`src/rtl/vga_sync_pkg.sv`:
```
package vga_sync_pkg;

   typedef enum logic [1:0] {
      PH_BACK  = 2'd0,
      PH_VIEW  = 2'd1,
      PH_FRONT = 2'd2,
      PH_SYNC  = 2'd3
   } vphase_e;

endpackage

```
`src/rtl/vsg_line_timer.sv`:
```
module vsg_line_timer #(
   parameter int H_LAST     = 1254,
   parameter int HSYNC_AT   = 800,
   parameter int HSYNC_LEN  = 96,
   localparam int HW        = $clog2(H_LAST + 1)
) (
   input  logic          clk,
   input  logic          rst,
   output logic [HW-1:0] hcnt,
   output logic          wrap,
   output logic          hs_act,
   output logic          pre_sync
);

   localparam logic [HW-1:0] C_LAST  = HW'(H_LAST);
   localparam logic [HW-1:0] C_HS_ON = HW'(HSYNC_AT);
   localparam logic [HW-1:0] C_HS_OFF = HW'(HSYNC_AT + HSYNC_LEN);

   assign wrap     = (hcnt == C_LAST);
   assign hs_act   = (hcnt >= C_HS_ON) && (hcnt < C_HS_OFF);
   assign pre_sync = (hcnt < C_HS_ON);

   always_ff @(posedge clk) begin
      if (rst) begin
         hcnt <= '0;
      end else if (wrap) begin
         hcnt <= '0;
      end else begin
         hcnt <= hcnt + 1'b1;
      end
   end

   // counter wraps to zero after its last value
   a_r1_wrap_zero: assert property (@(posedge clk) disable iff (rst)
      (hcnt == C_LAST) |=> (hcnt == '0));
   // counter otherwise steps by one
   a_r1_step: assert property (@(posedge clk) disable iff (rst)
      (hcnt != C_LAST) |=> (hcnt == $past(hcnt) + 1'b1));
   // sync pulse begins only at its start count
   a_r2_hs_start: assert property (@(posedge clk) disable iff (rst)
      $rose(hs_act) |-> (hcnt == C_HS_ON));
   // sync pulse ends only at its end count
   a_r2_hs_end: assert property (@(posedge clk) disable iff (rst)
      $fell(hs_act) |-> (hcnt == C_HS_OFF));

endmodule

```
`src/rtl/vsg_frame_seq.sv`:
```
module vsg_frame_seq
   import vga_sync_pkg::*;
#(
   parameter int VIEW_AT    = 15,
   parameter int FRONT_AT   = 527,
   parameter int VSYNC_AT   = 529,
   parameter int VSYNC_END  = 531,
   localparam int VW        = $clog2(VSYNC_END + 1)
) (
   input  logic          clk,
   input  logic          rst,
   input  logic          wrap,
   output vphase_e       phase,
   output logic [VW-1:0] lcnt,
   output logic          vs_act,
   output logic          lstart
);

   localparam logic [VW-1:0] C_VIEW  = VW'(VIEW_AT);
   localparam logic [VW-1:0] C_FRONT = VW'(FRONT_AT);
   localparam logic [VW-1:0] C_VS    = VW'(VSYNC_AT);
   localparam logic [VW-1:0] C_END   = VW'(VSYNC_END);

   logic [VW-1:0] nxt;
   logic          vs_arm;

   assign nxt = lcnt + 1'b1;

   always_ff @(posedge clk) begin
      if (rst) begin
         lcnt   <= '0;
         phase  <= PH_BACK;
         vs_arm <= 1'b0;
         vs_act <= 1'b0;
         lstart <= 1'b0;
      end else begin
         lstart <= wrap;
         if (wrap) begin
            vs_act <= vs_arm;
            lcnt   <= nxt;
            unique case (phase)
               PH_BACK:  if (nxt >= C_VIEW)  phase <= PH_VIEW;
               PH_VIEW:  if (nxt >= C_FRONT) phase <= PH_FRONT;
               PH_FRONT: if (nxt >= C_VS) begin
                  phase  <= PH_SYNC;
                  vs_arm <= 1'b1;
               end
               PH_SYNC:  if (nxt >= C_END) begin
                  phase  <= PH_BACK;
                  lcnt   <= '0;
                  vs_arm <= 1'b0;
               end
               default:  phase <= PH_BACK;
            endcase
         end
      end
   end

   // line number never reaches the frame length
   a_r5_lcnt_bound: assert property (@(posedge clk) disable iff (rst)
      lcnt < C_END);
   // vertical sync level moves only with a line start
   a_r6_vs_on_line: assert property (@(posedge clk) disable iff (rst)
      !$stable(vs_act) |-> lstart);
   // line number is unchanged inside a line
   a_r3_lcnt_hold: assert property (@(posedge clk) disable iff (rst)
      !lstart |-> $stable(lcnt));
   // reset leaves counter and phase at their start values
   a_r8_reset_state: assert property (@(posedge clk) disable iff (rst)
      $past(rst) |-> (lcnt == '0 && phase == PH_BACK && !vs_act));

endmodule

```
`src/rtl/vsg_pin_level.sv`:
```
module vsg_pin_level #(
   parameter bit ACTIVE_LOW = 1'b1
) (
   input  logic act,
   output logic pin
);

   generate
      if (ACTIVE_LOW) begin : g_low
         assign pin = ~act;
      end else begin : g_high
         assign pin = act;
      end
   endgenerate

endmodule

```
`src/rtl/vga_sync_gen.sv`:
```
module vga_sync_gen
   import vga_sync_pkg::*;
#(
   parameter int H_LAST       = 1254,
   parameter int HSYNC_AT     = 800,
   parameter int HSYNC_LEN    = 96,
   parameter bit HS_ACT_LOW   = 1'b1,
   parameter int VIEW_AT      = 15,
   parameter int FRONT_AT     = 527,
   parameter int VSYNC_AT     = 529,
   parameter int VSYNC_END    = 531,
   parameter bit VS_ACT_LOW   = 1'b1
) (
   input  logic clk,
   input  logic rst,
   output logic hsync_o,
   output logic vsync_o,
   output logic visible_o,
   output logic line_start_o
);

   localparam int HW = $clog2(H_LAST + 1);
   localparam int VW = $clog2(VSYNC_END + 1);

   generate
      if (HSYNC_LEN < 1 || HSYNC_AT + HSYNC_LEN > H_LAST) begin : g_bad_h
         $error("horizontal sync must lie inside the line");
      end
      if (VIEW_AT < 1 || FRONT_AT <= VIEW_AT || VSYNC_AT <= FRONT_AT
          || VSYNC_END <= VSYNC_AT) begin : g_bad_v
         $error("vertical thresholds must rise strictly from one");
      end
   endgenerate

   logic [HW-1:0] hcnt;
   logic          wrap, hs_act, pre_sync, vs_act, lstart;
   logic [VW-1:0] lcnt;
   vphase_e       phase;

   vsg_line_timer #(
      .H_LAST   (H_LAST),
      .HSYNC_AT (HSYNC_AT),
      .HSYNC_LEN(HSYNC_LEN)
   ) u_line (
      .clk     (clk),
      .rst     (rst),
      .hcnt    (hcnt),
      .wrap    (wrap),
      .hs_act  (hs_act),
      .pre_sync(pre_sync)
   );

   vsg_frame_seq #(
      .VIEW_AT  (VIEW_AT),
      .FRONT_AT (FRONT_AT),
      .VSYNC_AT (VSYNC_AT),
      .VSYNC_END(VSYNC_END)
   ) u_frame (
      .clk   (clk),
      .rst   (rst),
      .wrap  (wrap),
      .phase (phase),
      .lcnt  (lcnt),
      .vs_act(vs_act),
      .lstart(lstart)
   );

   vsg_pin_level #(.ACTIVE_LOW(HS_ACT_LOW)) u_hpin (.act(hs_act), .pin(hsync_o));
   vsg_pin_level #(.ACTIVE_LOW(VS_ACT_LOW)) u_vpin (.act(vs_act), .pin(vsync_o));

   assign visible_o    = (phase == PH_VIEW) && pre_sync;
   assign line_start_o = lstart;

   // visible flag only in the visible phase
   a_r4_view_phase: assert property (@(posedge clk) disable iff (rst)
      visible_o |-> (phase == PH_VIEW));
   // line start strobe lasts one cycle at count zero
   a_r1_strobe: assert property (@(posedge clk) disable iff (rst)
      line_start_o |-> (hcnt == '0) ##1 !line_start_o);
   // horizontal counter restarts at zero after reset
   a_r7_h_reset: assert property (@(posedge clk) disable iff (rst)
      $past(rst) |-> (hcnt == '0 && !line_start_o));

endmodule

```
`config.mk`:
```
export PLATFORM = sky130hd
export DESIGN_NAME = vga_sync_gen
export DESIGN_NICKNAME = d
export VERILOG_FILES = /design/src/rtl/vga_sync_pkg.sv /design/src/rtl/vsg_line_timer.sv /design/src/rtl/vsg_frame_seq.sv /design/src/rtl/vsg_pin_level.sv /design/src/rtl/vga_sync_gen.sv
export SDC_FILE = /design/constraint.sdc
export NUM_CORES = 1
export LEC_CHECK = 0
export ABC_CLOCK_PERIOD_IN_PS = 3040
export BUFFER_PORTS_ARGS = -buffer_cell sky130_fd_sc_hd__buf_4
export CAP_MARGIN = 25
export CELL_PAD_IN_SITES_DETAIL_PLACEMENT = 1
export CELL_PAD_IN_SITES_GLOBAL_PLACEMENT = 2
export CORE_UTILIZATION = 26
export CTS_BUF_LIST = sky130_fd_sc_hd__clkbuf_8
export DETAILED_ROUTE_END_ITERATION = 12
export GPL_ROUTABILITY_DRIVEN = 1
export PLACE_DENSITY_LB_ADDON = 0.1
export SLEW_MARGIN = 20
export SYNTH_ARGS = -nofsm -noshare
export SYNTH_HDL_FRONTEND = slang
export SYNTH_SLANG_ARGS = --single-unit
```
`constraint.sdc`:
```
create_clock -name clk -period 3.04 [get_ports clk]
set_input_delay 0.456 -clock clk [delete_from_list [all_inputs] [get_ports clk]]
set_output_delay 0.456 -clock clk [all_outputs]
set_load 0.05 [all_outputs]
```
==> impl_metrics.env, run 1 <==
export IMPL_finalWeightedCongestion=0.692
export IMPL_met2_length_mm=2.12
export IMPL_antenna_found_initial=0
export IMPL_hold_ws_ns=0.396
export IMPL_synth_commonest_cells="dfxtp_1 (26), nor2_1 (21), nand2_1 (17)"
export IMPL_gr_total_overflow=0
export IMPL_fmax_ghz=0.383
export IMPL_worstSetupEndpointType="flip-flop"
export IMPL_crit_path_max_incr_delay_ns=0.50
export IMPL_critical_path_top_delay_family="compound AO/OA/AOI/OAI gates"
export IMPL_path_cells="ha_1 -> buf_4 -> nand4_1 -> nor2_1 -> o41ai_2 -> o21ai_2 -> o211ai_1 -> buf_4 -> nand2_1 -> o22ai_1"
export IMPL_finClkSkew_ns=0.00584
export IMPL_cp_slowest_cell="o41ai_2"
export IMPL_cts_resized=0
export IMPL_yosysTopAreaCellShare_pct=32.1
export IMPL_setup_viol=0
export IMPL_synth_area_top_cells="dfxtp_1 (32%), ha_1 (7.7%), nor2_1 (4.9%)"
export IMPL_setup_tns_ns=0
export IMPL_vias_per_cell=5.24
export IMPL_timing_final_crit_share_pct=85.9
export IMPL_worstMarginPinSlew_ns=0.625
export IMPL_clock_path_buffers=2
export IMPL_cts_root_buf="clkbuf_8"
export IMPL_syn_avg_cell_area_sq_um=8.10
export IMPL_dpl_hpwl_mm=3.27
export IMPL_grt_usage_pct=15.0
export IMPL_io_pins=6
export IMPL_met1Wirelength_mm=2.13
export IMPL_area_delta_synth_final_pct=10.2
export IMPL_syn_area_sq_um=1620
export IMPL_synth_enable_flop_cells=0
export IMPL_grt_pass1_wl_mm=7.46
export IMPL_synth_top_cell_by_area="dfxtp_1"
export IMPL_hold_depth=2
export IMPL_first_iter_violations=46
export IMPL_cts_max_level=1
export IMPL_top_layer="met4"
export IMPL_r2r_start="u_frame.lcnt[0]$_SDFFE_PP0P_"
export IMPL_path_common_cell="buf_4"
export IMPL_portBuffers=5
export IMPL_worstRegToRegCells=10
export IMPL_synth_cell_type_count=47
export IMPL_dieWidth_um=80.9
export IMPL_drt_total_wl_mm=4.37
export IMPL_cts_buffers=3
export IMPL_seq_area_frac_synth_pct=32.1
export IMPL_syn_inst=200
export IMPL_rsz0062_at_grt="false"
export IMPL_slew_limit_headroom_pct=58.2
export IMPL_worstHoldStart="rst"
export IMPL_initial_core_util_pct=27.2
export IMPL_post_cts_buffers=0
export IMPL_vias=1457
export IMPL_outcome="finished, final reports clean"
export IMPL_maxSlewViolCount=0
export IMPL_clk_pin_slew_ns=0.10
export IMPL_nets=216
export IMPL_rows=28
export IMPL_grt_pass1_vias=1469
export IMPL_vdd_drop_max_uv=177
export IMPL_synth_seq_cells=26
export IMPL_synth_warnings=0
export IMPL_drive_above_1_share_pct=7.88
export IMPL_drc=0
export IMPL_cts_tree="built"
export IMPL_ctsHoldBuffers=0
export IMPL_num_antenna_cells=0
export IMPL_nFillCells=722
export IMPL_worstPathMaxFanout=15
export IMPL_clock_latency_ns=0.28
export IMPL_synth_async_sr_flop_share_pct=0
export IMPL_yosysMostFrequentCell="dfxtp_1"
export IMPL_power_density_nw_per_um2=337
export IMPL_grt_max_degree=16
export IMPL_crit_arrival_ns=2.82
export IMPL_cts_sinks=26
export IMPL_cp_data_required_time_ns=3.25
export IMPL_dieHeight_um=80.9
export IMPL_rrSetupSlack_ns=0.43
export IMPL_hold_viol_final=0
export IMPL_dr_pass1_iters=4
export IMPL_hold_end="u_frame.vs_act$_SDFFE_PP0P_"
export IMPL_drv_cap=0
export IMPL_dieArea_sq_um=6550
export IMPL_drt_antenna_violating_nets=0
export IMPL_regToRegEndpoint="u_frame.lcnt[8]$_SDFFE_PP0P_"
export IMPL_met3_length_um=86
export IMPL_hp_class="in2reg"
export IMPL_ys_flop_type="dfxtp_1"
export IMPL_synthesis_nets=212
export IMPL_p_leak_nw=0.583
export IMPL_crit_buf_inv=2
export IMPL_path_depth=10
export IMPL_path_class="reg2reg"
export IMPL_core_sq_um=5960
export IMPL_wl_per_cell_um=15.7
export IMPL_finalCriticalPeriod_ns=2.61
export IMPL_critPathLaunchType="flip-flop"
## worst max-delay path by stage
stage                                         to                         start
CTS                 u_frame.lcnt[8]$_SDFFE_PP0P_  u_frame.lcnt[0]$_SDFFE_PP0P_
floorplan                              visible_o     u_line.hcnt[5]$_SDFF_PP0_
global route        u_frame.lcnt[8]$_SDFFE_PP0P_  u_frame.lcnt[0]$_SDFFE_PP0P_
global placement    u_frame.lcnt[8]$_SDFFE_PP0P_  u_frame.lcnt[0]$_SDFFE_PP0P_
finish              u_frame.lcnt[8]$_SDFFE_PP0P_  u_frame.lcnt[0]$_SDFFE_PP0P_
detailed placement  u_frame.lcnt[8]$_SDFFE_PP0P_  u_frame.lcnt[0]$_SDFFE_PP0P_
## worst reg2reg max path: cells and delay by family (launching register included)
family / cells / cell delay (ns)
AOI/OAI and AO/OA: 4 / 1.05
DFF: 1 / 0.44
and+or+nand+nor: 3 / 0.41
buffers and inverters: 2 / 0.40
adders and majority gates: 1 / 0.25
## through the flow
step | worst slack, ns | power (mW) | utilization, % | cells | cell area, sq um
after floorplan | 0.736 | 0.366 | - | 200 | 1620
after global placement | 0.395 | 0.373 | 29.1 | 274 | 1730
after detailed placement | 0.391 | 0.373 | 29.1 | 274 | 1730
after CTS | 0.381 | 0.618 | 30.0 | 278 | 1790
after global routing | 0.213 | 0.640 | 30.0 | 278 | 1790
final | 0.429 | 0.602 | 30.0 | 278 | 1790
## cell usage in the layout (no fill, tap or decap), drive strengths merged, types with 4 or more instances in the layout
cell type,count
a31oi,7
xnor2,5
and4,4
ha,10
clkbuf,4
o21ai,12
nand2,17
inv,11
mux2i,4
buf,8
nand2b,5
nor2,21
dfxtp,26
nand3,14
xor2,5
a21oi,7
## sequential cells by signal, indices dropped and copies added, names as in the netlist
signal,flops
u_frame.lstart,1
u_frame.vs_act,1
u_line.hcnt,11
u_frame.vs_arm,1
u_frame.lcnt,10
u_frame.phase,2
## cell type report
type / count / area, sq um / share of cell area (%)
Multi-Input combinational cell: 153 / 1010 / 56.6
Sequential cell: 26 / 520 / 29.2
Tap cell: 75 / 93.8 / 5.26
Timing Repair Buffer: 8 / 60.1 / 3.36
Clock buffer: 4 / 55.1 / 3.08
Inverter: 12 / 45.0 / 2.52
## report_power, final
group	internal [mW]	leakage [nW]	switching (mW)	total [mW]
logic	0.00621	0.345	0.0104	0.0166
registers	0.344	0.210	0.00454	0.348
clock network	0.116	0.0288	0.121	0.237
## cells by family (layout without fill, tap and decap cells)
logic type	Yosys count	count (layout)	share of synthesized area (%)
XOR/XNOR	10	10	5.41
multiplexers	4	4	2.47
AO/OA/AOI/OAI	48	48	20.5
adder cells (fa/ha/maj)	10	10	7.72
AND/OR/NAND/NOR	81	81	26.3
buffers and inverters	21	24	5.48
flip-flops	26	26	32.1
## per-layer routing
metal | vias up | track usage (%)
li1 | 725 | -
met1 | 720 | 19.0
met3 | 4 | 2.70
met2 | 8 | 26.2
met4 | 0 | 3.21
met5 | - | 0
(Power assumes the default switching activity.)
==> run 2, diff against run 1 <==
CELL_PAD_IN_SITES_DETAIL_PLACEMENT = unset   (was 1)
CELL_PAD_IN_SITES_GLOBAL_PLACEMENT = unset   (was 2)
PLACE_DENSITY_LB_ADDON = unset   (was 0.1)
==> run 2 against run 1 <==
Via count decreased by 3.0%; sequential power about the same; die area unchanged; critical endpoint unchanged.
==> impl_metrics.env, run 2 (synthesized netlist as in run 1, its figures left out) <==
export IMPL_power_switching_uw=134
export IMPL_crit_arrival_ns=2.69
export IMPL_worstSetupEndpointType="flip-flop"
export IMPL_layout_commonest_cell="dfxtp_1"
export IMPL_crit_path_max_incr_delay_ns=0.53
export IMPL_maxSlewViolCount=0
export IMPL_seq_area_sq_um=520
export IMPL_vdd_drop_max_uv=181
export IMPL_crit_buf_inv=1
export IMPL_finalWeightedCongestion=0.818
export IMPL_clk_pin_slew_ns=0.10
export IMPL_drv_cap=0
export IMPL_reg_largest_list="u_line.hcnt x11, u_frame.lcnt x10, u_frame.phase x2"
export IMPL_drc=0
export IMPL_hp_class="in2reg"
export IMPL_drt_total_wl_mm=3.57
export IMPL_core_sq_um=5960
export IMPL_finalCriticalPeriod_ns=2.48
export IMPL_path_class="reg2reg"
export IMPL_dieWidth_um=80.9
export IMPL_grt_pass1_vias=1321
export IMPL_dpl_hpwl_mm=2.58
export IMPL_r2r_start="u_frame.lcnt[0]$_SDFFE_PP0P_"
export IMPL_wl_per_cell_um=12.8
export IMPL_grt_pass1_wl_mm=6.11
export IMPL_critical_path_top_delay_family="compound AO/OA/AOI/OAI gates"
export IMPL_regToRegEndpoint="u_frame.lcnt[8]$_SDFFE_PP0P_"
export IMPL_met3_length_um=159
export IMPL_clock_path_buffers=2
export IMPL_cts_max_level=1
export IMPL_pwr_share_seq_pct=52.7
export IMPL_drive_above_1_share_pct=7.88
export IMPL_hold_viol_final=0
export IMPL_top_layer="met4"
export IMPL_nets=216
export IMPL_p_leak_nw=0.590
export IMPL_vias_per_cell=5.09
export IMPL_first_iter_violations=125
export IMPL_area_delta_synth_final_pct=11.2
export IMPL_vias=1414
export IMPL_clkPwrFrac_pct=44.8
export IMPL_dieArea_sq_um=6550
export IMPL_critPathLaunchType="flip-flop"
export IMPL_drt_antenna_violating_nets=0
export IMPL_setup_viol=0
export IMPL_clock_latency_ns=0.28
export IMPL_power_frac_comb_pct=2.5
export IMPL_cts_sinks=26
export IMPL_top_register="u_line.hcnt"
export IMPL_dr_pass1_iters=4
export IMPL_cts_root_buf="clkbuf_8"
export IMPL_hold_end="u_frame.phase[1]$_SDFFE_PP0P_"
export IMPL_ctsHoldBuffers=0
export IMPL_worstHoldStart="rst"
export IMPL_io_pins=6
export IMPL_initial_core_util_pct=27.2
export IMPL_power_density_nw_per_um2=367
export IMPL_intPower_uw=526
export IMPL_final_cells=278
export IMPL_largest_reg_flops=11
export IMPL_timing_final_crit_share_pct=81.6
export IMPL_slew_limit_headroom_pct=60.7
export IMPL_portBuffers=5
export IMPL_worstPathMaxFanout=15
export IMPL_rrSetupSlack_ns=0.56
export IMPL_rsz0062_at_grt="false"
export IMPL_met2_length_mm=1.66
export IMPL_grt_max_degree=16
export IMPL_path_cells="ha_1 -> and4_1 -> o2111ai_1 -> o41ai_2 -> o21ai_2 -> o211ai_1 -> buf_4 -> nand2_1 -> o22ai_1"
export IMPL_cts_buffers=3
export IMPL_rows=28
export IMPL_cts_resized=0
export IMPL_setup_tns_ns=0
export IMPL_worstMarginPinSlew_ns=0.588
export IMPL_antenna_found_initial=0
export IMPL_nFillCells=642
export IMPL_cts_tree="built"
export IMPL_gr_total_overflow=0
export IMPL_dpl_cell_count=274
export IMPL_post_cts_buffers=0
export IMPL_final_cell_mix="dfxtp_1 (26), nor2_1 (21), nand2_1 (17)"
export IMPL_outcome="finished, final reports clean"
export IMPL_dieHeight_um=80.9
export IMPL_met1Wirelength_mm=1.68
export IMPL_cp_data_required_time_ns=3.25
export IMPL_grt_usage_pct=11.9
export IMPL_p_sw_share_pct=20.3
export IMPL_cp_slowest_cell="dfxtp_1"
export IMPL_fmax_ghz=0.403
export IMPL_multi_input_area_sq_um=1010
export IMPL_num_antenna_cells=0
export IMPL_worstRegToRegCells=9
export IMPL_hold_depth=2
export IMPL_finClkSkew_ns=0.00728
## run 2: cell count changes in the layout (fill, tap and decap cells not counted)
| cell | change |
|---|---|
| bufinv_16 | +1 |
| clkbuf_8 | -1 |
## run 2: metrics by stage
| stage | cell area (sq um) | setup slack [ns] | hold WS (ns) | total power [mW] | util [%] |
|---|---|---|---|---|---|
| after floorplan | 1620 | 0.736 | 0.426 | 0.366 | - |
| after global placement | 1730 | 0.647 | 0.446 | 0.372 | 29.1 |
| after detailed placement | 1730 | 0.625 | 0.448 | 0.372 | 29.1 |
| after CTS | 1800 | 0.579 | 0.366 | 0.675 | 30.3 |
| after global routing | 1800 | 0.319 | 0.381 | 0.684 | 30.3 |
| final | 1800 | 0.561 | 0.372 | 0.661 | 30.3 |
## run 2: worst max-delay path by stage
stage | start | end | cells after the start
6_report | u_frame.lcnt[0]$_SDFFE_PP0P_ | u_frame.lcnt[8]$_SDFFE_PP0P_ | 9
5_1_grt | u_frame.lcnt[0]$_SDFFE_PP0P_ | u_frame.lcnt[0]$_SDFFE_PP0P_ | 9
4_1_cts | u_frame.lcnt[0]$_SDFFE_PP0P_ | u_frame.lcnt[8]$_SDFFE_PP0P_ | 9
3_5_place_dp | u_frame.lcnt[0]$_SDFFE_PP0P_ | u_frame.lcnt[8]$_SDFFE_PP0P_ | 9
3_3_place_gp | u_frame.lcnt[3]$_SDFFE_PP0P_ | u_frame.phase[0]$_SDFFE_PP0P_ | 7
2_1_floorplan | u_line.hcnt[5]$_SDFF_PP0_ | visible_o | 2
## run 2: per-layer routing
metal | GRT usage, % | up-vias
met1 | 14.9 | 646
li1 | - | 727
met4 | 5.00 | 0
met3 | 2.81 | 9
met2 | 19.5 | 32
met5 | 0 | -
## run 2: power groups by stage
stage	sequential, mW	clock (mW)	combinational (mW)
final	0.348	0.296	0.0162
after detailed placement	0.356	0	0.0160
after global placement	0.356	0	0.0156
after floorplan	0.355	0	0.0109
after CTS	0.348	0.310	0.0163
after global routing	0.349	0.316	0.0186
## run 2: cell type report
type,count,area share [%]
clock buffers,3,2.29
repair buffers,8,3.33
clock inverters,1,1.67
flip-flops and latches,26,28.9
well taps,75,5.21
inverters,12,2.50
multi-input cells,153,56.1
==> run 3, diff against run 2 <==
ABC_AREA = 1   (was unset)
ABC_CLOCK_PERIOD_IN_PS = 2020   (was 3040)
clock period = 2.02 ns   (was 3.04 ns; I/O delays follow)
==> run 3 against run 2 <==
Synthesized area shrank 2.5%; final cell count grew 10%; global-route usage shrank 1.6 points; core utilization grew 1.1 points; routed wire length shrank 13%; count of clock-buffer cells in the layout is the same; sequential share of layout area shrank 0.67 points; clock power grew 50%; register-to-register slack lost 0.38 ns; critical path depth shrank 4; critical path type is now reg2out; largest cell class unchanged.
==> impl_metrics.env, run 3 <==
export IMPL_vias_per_cell=4.39
export IMPL_synth_area_top_cells="dfxtp_1 (33%), nand2_1 (11%), inv_1 (8.1%)"
export IMPL_cts_root_buf="clkbuf_8"
export IMPL_clkPwrFrac_pct=44.7
export IMPL_reg_largest_list="u_line.hcnt x11, u_frame.lcnt x10, u_frame.phase x2"
export IMPL_cts_tree="built"
export IMPL_dieWidth_um=80.0
export IMPL_largest_reg_flops=11
export IMPL_grt_pass1_wl_mm=5.28
export IMPL_dieArea_sq_um=6390
export IMPL_worstPathMaxFanout=3
export IMPL_synth_async_sr_flop_share_pct=0
export IMPL_syn_avg_cell_area_sq_um=7.28
export IMPL_crit_path_max_incr_delay_ns=0.39
export IMPL_cts_sinks=26
export IMPL_endpoint="visible_o"
export IMPL_p_sw_share_pct=20.2
export IMPL_setup_tns_ns=0
export IMPL_p_leak_nw=0.768
export IMPL_cts_buffers=3
export IMPL_synthesis_nets=229
export IMPL_synth_cell_type_count=29
export IMPL_drt_total_wl_mm=3.11
export IMPL_gr_total_overflow=0
export IMPL_synth_seq_cells=26
export IMPL_cts_max_level=1
export IMPL_clock_latency_ns=0.28
export IMPL_vdd_drop_max_uv=289
export IMPL_clk_pin_slew_ns=0.10
export IMPL_synth_enable_flop_cells=0
export IMPL_synth_top_cell_by_area="dfxtp_1"
export IMPL_critical_path_top_delay_family="buffers and inverters"
export IMPL_outcome="finished, final reports clean"
export IMPL_antenna_found_initial=0
export IMPL_first_iter_violations=62
export IMPL_slew_limit_headroom_pct=76.2
export IMPL_cp_data_required_time_ns=1.72
export IMPL_timing_final_crit_share_pct=91.1
export IMPL_post_cts_buffers=0
export IMPL_setup_viol=0
export IMPL_p_total_uw=994
export IMPL_core_sq_um=5890
export IMPL_power_switching_uw=201
export IMPL_synth_warnings=0
export IMPL_vias=1348
export IMPL_worstMarginPinSlew_ns=0.348
export IMPL_crit_arrival_ns=1.54
export IMPL_nFillCells=626
export IMPL_area_delta_synth_final_pct=16.7
export IMPL_nets=245
export IMPL_r2r_start="u_frame.lcnt[0]$_SDFFE_PP0P_"
export IMPL_seq_area_frac_synth_pct=32.9
export IMPL_dr_pass1_iters=4
export IMPL_hold_viol_final=0
export IMPL_syn_area_sq_um=1580
export IMPL_worstSetupEndpointType="primary output"
export IMPL_layout_commonest_cell="nand2_1"
export IMPL_drv_cap=0
export IMPL_ys_flop_type="dfxtp_1"
export IMPL_dpl_cell_count=303
export IMPL_path_depth=5
export IMPL_cp_slowest_cell="dfxtp_1"
export IMPL_utilization_pct=31.3
export IMPL_path_class="reg2out"
export IMPL_crit_start="u_line.hcnt[6]$_SDFF_PP0_"
export IMPL_seq_area_sq_um=520
export IMPL_fmax_ghz=0.543
export IMPL_grt_max_degree=16
export IMPL_hp_class="in2reg"
export IMPL_io_pins=6
export IMPL_rsz0062_at_grt="false"
export IMPL_yosysTopAreaCellShare_pct=32.9
export IMPL_final_cell_mix="nand2_1 (45), inv_1 (34), dfxtp_1 (26)"
export IMPL_rrSetupSlack_ns=0.18
export IMPL_rows=28
export IMPL_pwr_share_seq_pct=52.5
export IMPL_grt_pass1_vias=1283
export IMPL_top_register="u_line.hcnt"
export IMPL_dieHeight_um=80.0
export IMPL_maxSlewViolCount=0
export IMPL_worstRegToRegCells=12
export IMPL_multi_input_area_sq_um=933
export IMPL_drive_above_1_share_pct=21.1
export IMPL_final_cells=307
export IMPL_path_cells="inv_1 -> a2111oi_0 -> buf_4 -> a2111oi_2 -> buf_4"
export IMPL_yosysMostFrequentCell="nand2_1"
export IMPL_finalWeightedCongestion=0.828
export IMPL_power_density_nw_per_um2=539
export IMPL_regToRegEndpoint="u_frame.lcnt[9]$_SDFFE_PP0P_"
export IMPL_finClkSkew_ns=0.00866
export IMPL_power_frac_comb_pct=2.8
export IMPL_critPathLaunchType="flip-flop"
export IMPL_drt_antenna_violating_nets=0
export IMPL_portBuffers=5
export IMPL_num_antenna_cells=0
export IMPL_crit_buf_inv=3
export IMPL_dpl_hpwl_mm=2.44
export IMPL_synth_commonest_cells="nand2_1 (45), inv_1 (34), dfxtp_1 (26)"
export IMPL_syn_inst=217
export IMPL_initial_core_util_pct=26.8
export IMPL_grt_usage_pct=10.3
export IMPL_finalCriticalPeriod_ns=1.84
export IMPL_clock_path_buffers=2
export IMPL_wl_per_cell_um=10.1
export IMPL_path_common_cell="buf_4"
export IMPL_intPower_uw=793
export IMPL_drc=0
export IMPL_ctsHoldBuffers=0
## run 3: cell types whose count changed after synthesis, sizes merged, moves of 4 or more
cell,delta
a31oi,-7
and4,-4
buf,-5
inv,+24
mux2i,-4
nand2,+38
nand2b,-5
nand3,+10
nor2,+4
xnor2,-4
## run 3: layout make-up
class,count,share of cell area [%]
Multi-Input combinational cell,154,50.6
Sequential cell,26,28.2
Inverter,36,7.33
Tap cell,75,5.09
Timing Repair Buffer,12,4.88
Clock buffer,3,2.24
Clock inverter,1,1.63
## run 3: logic make-up (layout without fill, tap and decap cells)
family	after synthesis	in the layout	synth area share [%]
XOR/XNOR	4	4	2.22
buffers and inverters	37	52	8.87
adder cells (fa/ha/maj)	10	10	7.92
AO/OA/AOI/OAI	25	25	11.2
flip-flops	26	26	32.9
AND/OR/NAND/NOR	115	115	36.9
## run 3: routing by layer
layer | vias to the layer above | part of all wire, % | GRT usage [%]
met2 | 10 | 47 | 17.9
met4 | 0 | 0.19 | 1.07
met3 | 2 | 2.1 | 2.51
met1 | 609 | 51 | 13.2
met5 | - | 0 | 0
li1 | 727 | - | -
## run 3: worst min-delay path by stage
stage | from | end | slack, ns | cells after the start
floorplan | u_line.hcnt[0]$_SDFF_PP0_ | u_line.hcnt[0]$_SDFF_PP0_ | 0.43 | 1
global placement | u_line.hcnt[0]$_SDFF_PP0_ | u_line.hcnt[0]$_SDFF_PP0_ | 0.45 | 1
detailed placement | u_line.hcnt[0]$_SDFF_PP0_ | u_line.hcnt[0]$_SDFF_PP0_ | 0.46 | 1
CTS | rst | u_frame.phase[1]$_SDFFE_PP0P_ | 0.31 | 4
global route | rst | u_frame.vs_arm$_SDFFE_PP0P_ | 0.33 | 4
finish | rst | u_frame.vs_arm$_SDFFE_PP0P_ | 0.32 | 4
## run 3: repair_timing
action                                 4_1_cts  5_1_grt
setup endpoints to repair                    0        5
endpoints found under the hold margin        0        0
gates resized for setup                      0        2
## run 3: worst min-delay path, stage by stage
cell,delay (ns)
buf_4,0.08
inv_1,0.06
nand2_1,0.09
a21oi_2,0.03
## run 3: power by group through the flow
stage               registers, mW  clock network [mW]  logic [mW]
finish                      0.522               0.444      0.0280
global placement            0.534                   0      0.0277
global route                0.523               0.469      0.0326
CTS                         0.522               0.453      0.0283
detailed placement          0.534                   0      0.0280
floorplan                   0.533                   0      0.0188
## run 3: stage by stage
stage          setup WS, ns  cell area [sq um]  hold WS (ns)
2_1_floorplan        0.0797               1590         0.430
3_3_place_gp          0.140               1770         0.449
3_5_place_dp          0.143               1770         0.457
4_1_cts               0.119               1840         0.308
5_1_grt           0.0000706               1840         0.329
6_report              0.179               1840         0.319
